**src/rtl/bulk_pkg.sv**
```systemverilog
package bulk_pkg;
  localparam int          NSLOT  = 8;
  localparam int          IDX_W  = 3;
  localparam logic [2:0]  IDX_SP = 3'd4;

  typedef enum logic [1:0] {ST_IDLE, ST_XFER, ST_END} bulk_state_e;

  typedef struct packed {
    logic shut;
    logic gp;
    logic ss;
  } bulk_flt_t;
endpackage

```
**src/rtl/bulk_precheck.sv**
```systemverilog
module bulk_precheck
  import bulk_pkg::*;
#(
  parameter int W = 32
) (
  input  logic [W-1:0] sp,
  input  logic         restore,
  input  logic         wide,
  input  logic         prot,
  input  logic [W-1:0] limit,
  output bulk_flt_t    flt
);
  localparam logic [W:0] SPAN_H = (W+1)'(2 * NSLOT);
  localparam logic [W:0] SPAN_F = (W+1)'(4 * NSLOT);
  localparam logic [W:0] ONE    = (W+1)'(1);

  logic [W:0] sp_x;
  logic [W:0] lim_x;
  logic [W:0] span;
  logic       save_bad;
  logic       rest_bad;

  always_comb begin
    sp_x     = {1'b0, sp};
    lim_x    = {1'b0, limit};
    span     = wide ? SPAN_F : SPAN_H;
    // save touches [sp-span, sp-1]; restore touches [sp, sp+span-1]
    save_bad = (sp_x < span) || ((sp_x - ONE) > lim_x);
    rest_bad = ((sp_x + span - ONE) > lim_x);
    flt.shut = !prot && !restore && sp[0] && (sp_x < (W+1)'(7));
    flt.gp   = !prot && !restore && sp[0] && (sp_x >= (W+1)'(7))
               && (sp_x < (W+1)'(16));
    flt.ss   = prot && (restore ? rest_bad : save_bad);
  end
endmodule

```
**src/rtl/bulk_slot.sv**
```systemverilog
module bulk_slot
  import bulk_pkg::*;
#(
  parameter int W = 32
) (
  input  logic [IDX_W-1:0] step,
  input  logic             restore,
  input  logic             wide,
  input  logic [W-1:0]     rf_rdata,
  input  logic [W-1:0]     snap,
  input  logic [W-1:0]     mem_rdata,
  output logic [IDX_W-1:0] idx,
  output logic [W-1:0]     wr_data,
  output logic [W-1:0]     ld_data,
  output logic             skip
);
  localparam int HW = W / 2;

  logic [W-1:0] src;

  always_comb begin
    // save walks indices upward, restore walks them downward
    idx     = restore ? ~step : step;
    skip    = (idx == IDX_SP);
    src     = skip ? snap : rf_rdata;
    wr_data = wide ? src : {{(W-HW){1'b0}}, src[HW-1:0]};
    ld_data = wide ? mem_rdata : {{(W-HW){1'b0}}, mem_rdata[HW-1:0]};
  end
endmodule

```
**src/rtl/stack_bulk_seq.sv**
```systemverilog
module stack_bulk_seq
  import bulk_pkg::*;
#(
  parameter int W = 32
) (
  input  logic             clk,
  input  logic             rst_n,
  input  logic             start,
  input  logic             restore,
  input  logic             wide,
  input  logic             prot,
  input  logic [W-1:0]     sp_cur,
  input  logic [W-1:0]     seg_limit,
  output logic             sp_we,
  output logic [W-1:0]     sp_wdata,
  output logic [IDX_W-1:0] rf_raddr,
  input  logic [W-1:0]     rf_rdata,
  output logic             rf_we,
  output logic [IDX_W-1:0] rf_waddr,
  output logic [W-1:0]     rf_wdata,
  output logic             rf_wlo,
  output logic             mem_req,
  output logic             mem_we,
  output logic             mem_size,
  output logic [W-1:0]     mem_addr,
  output logic [W-1:0]     mem_wdata,
  input  logic             mem_ack,
  input  logic [W-1:0]     mem_rdata,
  output logic             done,
  output logic             shutdown,
  output logic             fault_gp,
  output logic             fault_ss
);
  localparam logic [W-1:0]       SZ_H   = W'(2);
  localparam logic [W-1:0]       SZ_F   = W'(4);
  localparam logic [W-1:0]       SPAN_H = W'(2 * NSLOT);
  localparam logic [W-1:0]       SPAN_F = W'(4 * NSLOT);
  localparam logic [IDX_W-1:0]   LAST   = IDX_W'(NSLOT - 1);

  bulk_state_e      st_q, st_d;
  logic [IDX_W-1:0] step_q, step_d;
  logic [W-1:0]     ptr_q, ptr_d;
  logic [W-1:0]     snap_q, snap_d;
  logic             op_q, op_d;
  logic             wide_q, wide_d;
  bulk_flt_t        flt_q, flt_d, flt_chk;
  logic             en;

  logic [IDX_W-1:0] slot_idx;
  logic [W-1:0]     slot_wr;
  logic [W-1:0]     slot_ld;
  logic             slot_skip;
  logic [W-1:0]     sz_q;

  bulk_precheck #(.W(W)) u_chk (
    .sp      (sp_cur),
    .restore (restore),
    .wide    (wide),
    .prot    (prot),
    .limit   (seg_limit),
    .flt     (flt_chk)
  );

  bulk_slot #(.W(W)) u_slot (
    .step      (step_q),
    .restore   (op_q),
    .wide      (wide_q),
    .rf_rdata  (rf_rdata),
    .snap      (snap_q),
    .mem_rdata (mem_rdata),
    .idx       (slot_idx),
    .wr_data   (slot_wr),
    .ld_data   (slot_ld),
    .skip      (slot_skip)
  );

  assign sz_q = wide_q ? SZ_F : SZ_H;

  // next-state logic
  always_comb begin
    st_d   = st_q;
    step_d = step_q;
    ptr_d  = ptr_q;
    snap_d = snap_q;
    op_d   = op_q;
    wide_d = wide_q;
    flt_d  = flt_q;
    en     = 1'b0;
    unique case (st_q)
      ST_IDLE: begin
        if (start) begin
          en     = 1'b1;
          snap_d = sp_cur;
          op_d   = restore;
          wide_d = wide;
          step_d = '0;
          flt_d  = flt_chk;
          ptr_d  = restore ? sp_cur : sp_cur - (wide ? SZ_F : SZ_H);
          st_d   = (flt_chk != '0) ? ST_END : ST_XFER;
        end
      end
      ST_XFER: begin
        if (mem_ack) begin
          en     = 1'b1;
          ptr_d  = op_q ? ptr_q + sz_q : ptr_q - sz_q;
          step_d = step_q + 1'b1;
          if (step_q == LAST) st_d = ST_END;
        end
      end
      default: begin
        en    = 1'b1;
        st_d  = ST_IDLE;
        flt_d = '0;
      end
    endcase
  end

  // state registers
  always_ff @(posedge clk or negedge rst_n) begin
    if (!rst_n) begin
      st_q   <= ST_IDLE;
      step_q <= '0;
      ptr_q  <= '0;
      snap_q <= '0;
      op_q   <= 1'b0;
      wide_q <= 1'b0;
      flt_q  <= '0;
    end else if (en) begin
      st_q   <= st_d;
      step_q <= step_d;
      ptr_q  <= ptr_d;
      snap_q <= snap_d;
      op_q   <= op_d;
      wide_q <= wide_d;
      flt_q  <= flt_d;
    end
  end

  // outputs
  always_comb begin
    mem_req   = (st_q == ST_XFER);
    mem_we    = !op_q;
    mem_size  = wide_q;
    mem_addr  = ptr_q;
    mem_wdata = slot_wr;
    rf_raddr  = slot_idx;
    rf_we     = mem_req && mem_ack && op_q && !slot_skip;
    rf_waddr  = slot_idx;
    rf_wdata  = slot_ld;
    rf_wlo    = !wide_q;
    done      = (st_q == ST_END);
    shutdown  = done && flt_q.shut;
    fault_gp  = done && flt_q.gp;
    fault_ss  = done && flt_q.ss;
    sp_we     = done && (flt_q == '0);
    sp_wdata  = op_q ? snap_q + (wide_q ? SPAN_F : SPAN_H)
                     : snap_q - (wide_q ? SPAN_F : SPAN_H);
  end

  AST_REQ_HOLD: assert property (@(posedge clk) disable iff (!rst_n)
    (mem_req && !mem_ack) |=> (mem_req && $stable(mem_addr) && $stable(mem_we)));
  AST_DONE_PULSE: assert property (@(posedge clk) disable iff (!rst_n)
    done |=> !done);
  AST_SLOT_SKIP: assert property (@(posedge clk) disable iff (!rst_n)
    rf_we |-> (rf_waddr != IDX_SP));
  AST_RF_ON_READ: assert property (@(posedge clk) disable iff (!rst_n)
    rf_we |-> (mem_ack && !mem_we));
  AST_FLT_ONE: assert property (@(posedge clk) disable iff (!rst_n)
    $onehot0({shutdown, fault_gp, fault_ss}));
  AST_FLT_QUIET: assert property (@(posedge clk) disable iff (!rst_n)
    (shutdown || fault_gp || fault_ss) |-> (done && !sp_we && !$past(mem_req)));
  AST_SPWE_DONE: assert property (@(posedge clk) disable iff (!rst_n)
    sp_we |-> done);
endmodule

```
**config.mk**
```make
export PLATFORM = sky130hd
export DESIGN_NAME = stack_bulk_seq
export DESIGN_NICKNAME = d
export VERILOG_FILES = /design/src/rtl/bulk_pkg.sv /design/src/rtl/bulk_precheck.sv /design/src/rtl/bulk_slot.sv /design/src/rtl/stack_bulk_seq.sv
export SDC_FILE = /design/constraint.sdc
export NUM_CORES = 1
export LEC_CHECK = 0
export ABC_AREA = 1
export BUFFER_PORTS_ARGS = -buffer_cell sky130_fd_sc_hd__buf_4
export CORE_MARGIN = 5
export CORE_UTILIZATION = 55
export CTS_BUF_LIST = sky130_fd_sc_hd__clkbuf_2
export CTS_CLUSTER_SIZE = 24
export DETAILED_ROUTE_END_ITERATION = 8
export PLACE_DENSITY_LB_ADDON = 0.3
export SYNTH_ARGS = -nofsm -noshare
export SYNTH_HDL_FRONTEND = slang
export SYNTH_SLANG_ARGS = --single-unit
```
**constraint.sdc**
```tcl
create_clock -name clk -period 7.64 [get_ports clk]
set_input_delay 0.764 -clock clk [delete_from_list [all_inputs] [get_ports clk]]
set_output_delay 0.764 -clock clk [all_outputs]
set_load 0.05 [all_outputs]
```
==> qor.yml <==
status: "complete, no violations"
drc: 0
clkLatencyLatePin_ns: 0.59
place_ws_ns: 2.97
clockBufferDepth: 2
cts.clk_slew.worst_paths_ns: 0.26
fill_cells: 1999
fin_cells: 2276
clock-sinks: 74
min_period_ns: 5.16
drtIter0Drc: 1467
antenna_found_initial: 1
critPathMaxFanout: 21
synth.distinct_cells: 61
tightest_slew_ns: 1.09
slew_viol_final: 0
yosysSeqAreaShare: 0.155
cts-buffers-inserted: 9
skew_ns: 0.0633
ys_ff_latch: 74
synth-edff-count: 0
post-route-util: 0.646
grt_max_degree: 75
fmaxAchievable_ghz: 0.194
htreeDepth: 3
synth.avg_cell_area_um2: 6.71
drtPass1Iterations: 9
cts_resized: 0
fin_nets: 2320
final_cell_mix: "351 x nand2_1, 248 x buf_4, 239 x inv_1"
routed_wl_um: 41800
final_hold_viol_count: 0
critPathRequiredTime_ns: 6.88
dp_hpwl_um: 35300
criticalPathCategory: "flop to output pin"
grt_pass1_wl_um: 62500
overflow: 0
hold_buffers: 0
drive_above_1_share: 0.170
crit_path_end_kind: "output pin"
ant_nets: 0
relSlewSlack: 0.275
drv_cap: 0
setup_ws_ns: 2.48
place_congestion: 1.04
io_buffer_count: 246
cts_tree: "yes"
rows: 54
io_pins: 279
die_x_um: 158
postCtsSetupBuffers: 0
grt_pass1_vias: 11992
num_vias: 13036
core_mm2: 0.0216
layout_commonest_cell: "nand2_1"
wl_per_cell_um: 18.4
start_util: 0.554
hp-class: "primary input to async pin"
finalSetupViolations: 0
syn-cell-area_mm2: 0.0120
die_h_um: 158
cp.arrival_ns: 4.40
root_buffer: "clkbuf_2"
dp.cells: 2259
setup_tns_ns: 0
yosys_warnings: 0
track_usage: 0.320
netlist_instances: 1784
synthArstFlopShare: 1.00
synth_nets: 2114
dieArea_mm2: 0.0248
syn2layout_area_growth_pct: 16.6
cp-start-kind: "flop"
rsz0062_at_grt: "false"
synthFlopType: "dfrtp_1"
post_drt_via_cell_ratio: 5.73
fin_crit_sh: 0.676
## stage by stage
step	area, um2	hold WS [ns]
finish	14000	0.281
CTS	14000	0.276
global placement	13900	0.462
global route	14000	0.307
floorplan	12000	0.468
detailed placement	13900	0.470
## sequential cells by signal (all words and copies together), names as in the netlist
signal    count
mem_size      1
flt_q         3
snap_q       32
step_q        3
mem_addr     32
op_q          1
st_q          2
## per-layer routing
layer | up-vias | global-route usage | wire (um)
met1 | 5907 | 0.413 | 16700
li1 | 6305 | - | -
met5 | - | 0 | 0
met4 | 0 | 0.145 | 2030
met3 | 120 | 0.0470 | 4080
met2 | 704 | 0.532 | 19000
## cells in the mapped netlist (2+ instances only)
cell type | instances | area (um2)
inv_1 | 241 | 905
buf_2 | 4 | 20.0
nor2_1 | 155 | 582
o21ai_2 | 6 | 52.6
xor2_1 | 98 | 858
a21oi_1 | 183 | 916
nor3_2 | 5 | 50.1
nand2_2 | 8 | 50.1
clkbuf_1 | 21 | 78.8
inv_2 | 15 | 56.3
a21boi_4 | 2 | 37.5
ha_1 | 191 | 2390
o31ai_1 | 4 | 30.0
nor2_4 | 5 | 56.3
nand3_1 | 76 | 380
o21ai_1 | 18 | 90.1
fa_1 | 4 | 80.1
o21ai_0 | 119 | 596
dfrtp_1 | 74 | 1850
a22o_1 | 2 | 17.5
nor4_1 | 11 | 68.8
a21oi_2 | 7 | 61.3
nor2_2 | 9 | 56.3
a21o_1 | 11 | 82.6
o21bai_1 | 4 | 30.0
o21a_1 | 3 | 22.5
a211oi_1 | 2 | 15.0
nand2_1 | 351 | 1320
mux2_1 | 11 | 124
mux2_2 | 4 | 45.0
nand4_1 | 18 | 113
nor3_1 | 17 | 85.1
a21boi_0 | 5 | 37.5
a21boi_1 | 3 | 22.5
o221ai_1 | 3 | 26.3
buf_6 | 2 | 22.5
a21boi_2 | 4 | 45.0
o211ai_1 | 8 | 60.1
xnor2_1 | 14 | 123
nand3b_1 | 2 | 15.0
buf_4 | 24 | 180
nor3b_1 | 2 | 15.0
a31oi_1 | 20 | 125
## layout make-up
| type | instances | area [um2] | share of cell area |
|---|---|---|---|
| antenna | 1 | 2.50 | 0.000179 |
| clock buffer | 9 | 45.0 | 0.00322 |
| clock inverter | 7 | 46.3 | 0.00331 |
| inverter | 257 | 965 | 0.0690 |
| multi-input combinational | 1400 | 8850 | 0.633 |
| sequential | 74 | 1850 | 0.133 |
| tap | 280 | 350 | 0.0251 |
| timing repair buffer | 248 | 1860 | 0.133 |
## final timing paths
kind                                   from  depth (start not counted)  slack (ns)           end
worst max-delay path               mem_size                         11        2.48  sp_wdata[28]
worst min-delay path                  rst_n                          1        0.28   mem_addr[9]
worst max register to register     mem_size                         15        3.83  mem_addr[31]
worst min register to register  mem_addr[0]                          2        0.53   mem_addr[0]
min in group clk                       wide                          3        0.46      mem_size
max in group asynchronous             rst_n                          1        6.63       st_q[0]
## critical path: stages (launching register included)
cell,delay [ns]
dfrtp_1,0.72
clkinv_1,0.68
ha_1,0.49
fa_1,0.46
nand3_1,0.12
nand4_1,0.23
a21oi_2,0.28
o21bai_2,0.13
a21oi_2,0.19
o21ai_1,0.09
xor2_1,0.22
buf_4,0.24
## logic make-up after synthesis
family | count (synthesis) | share of synthesized area
buffers and inverters | 310 | 0.107
multiplexers | 15 | 0.0141
AND/OR/NAND/NOR | 666 | 0.239
adder cells (fa/ha/maj) | 195 | 0.206
XOR/XNOR | 113 | 0.0832
flip-flops | 74 | 0.155
AO/OA/AOI/OAI | 411 | 0.196
Power is not shown: default switching activity piles up to over one toggle a cycle in this logic, so the estimate is an artifact.
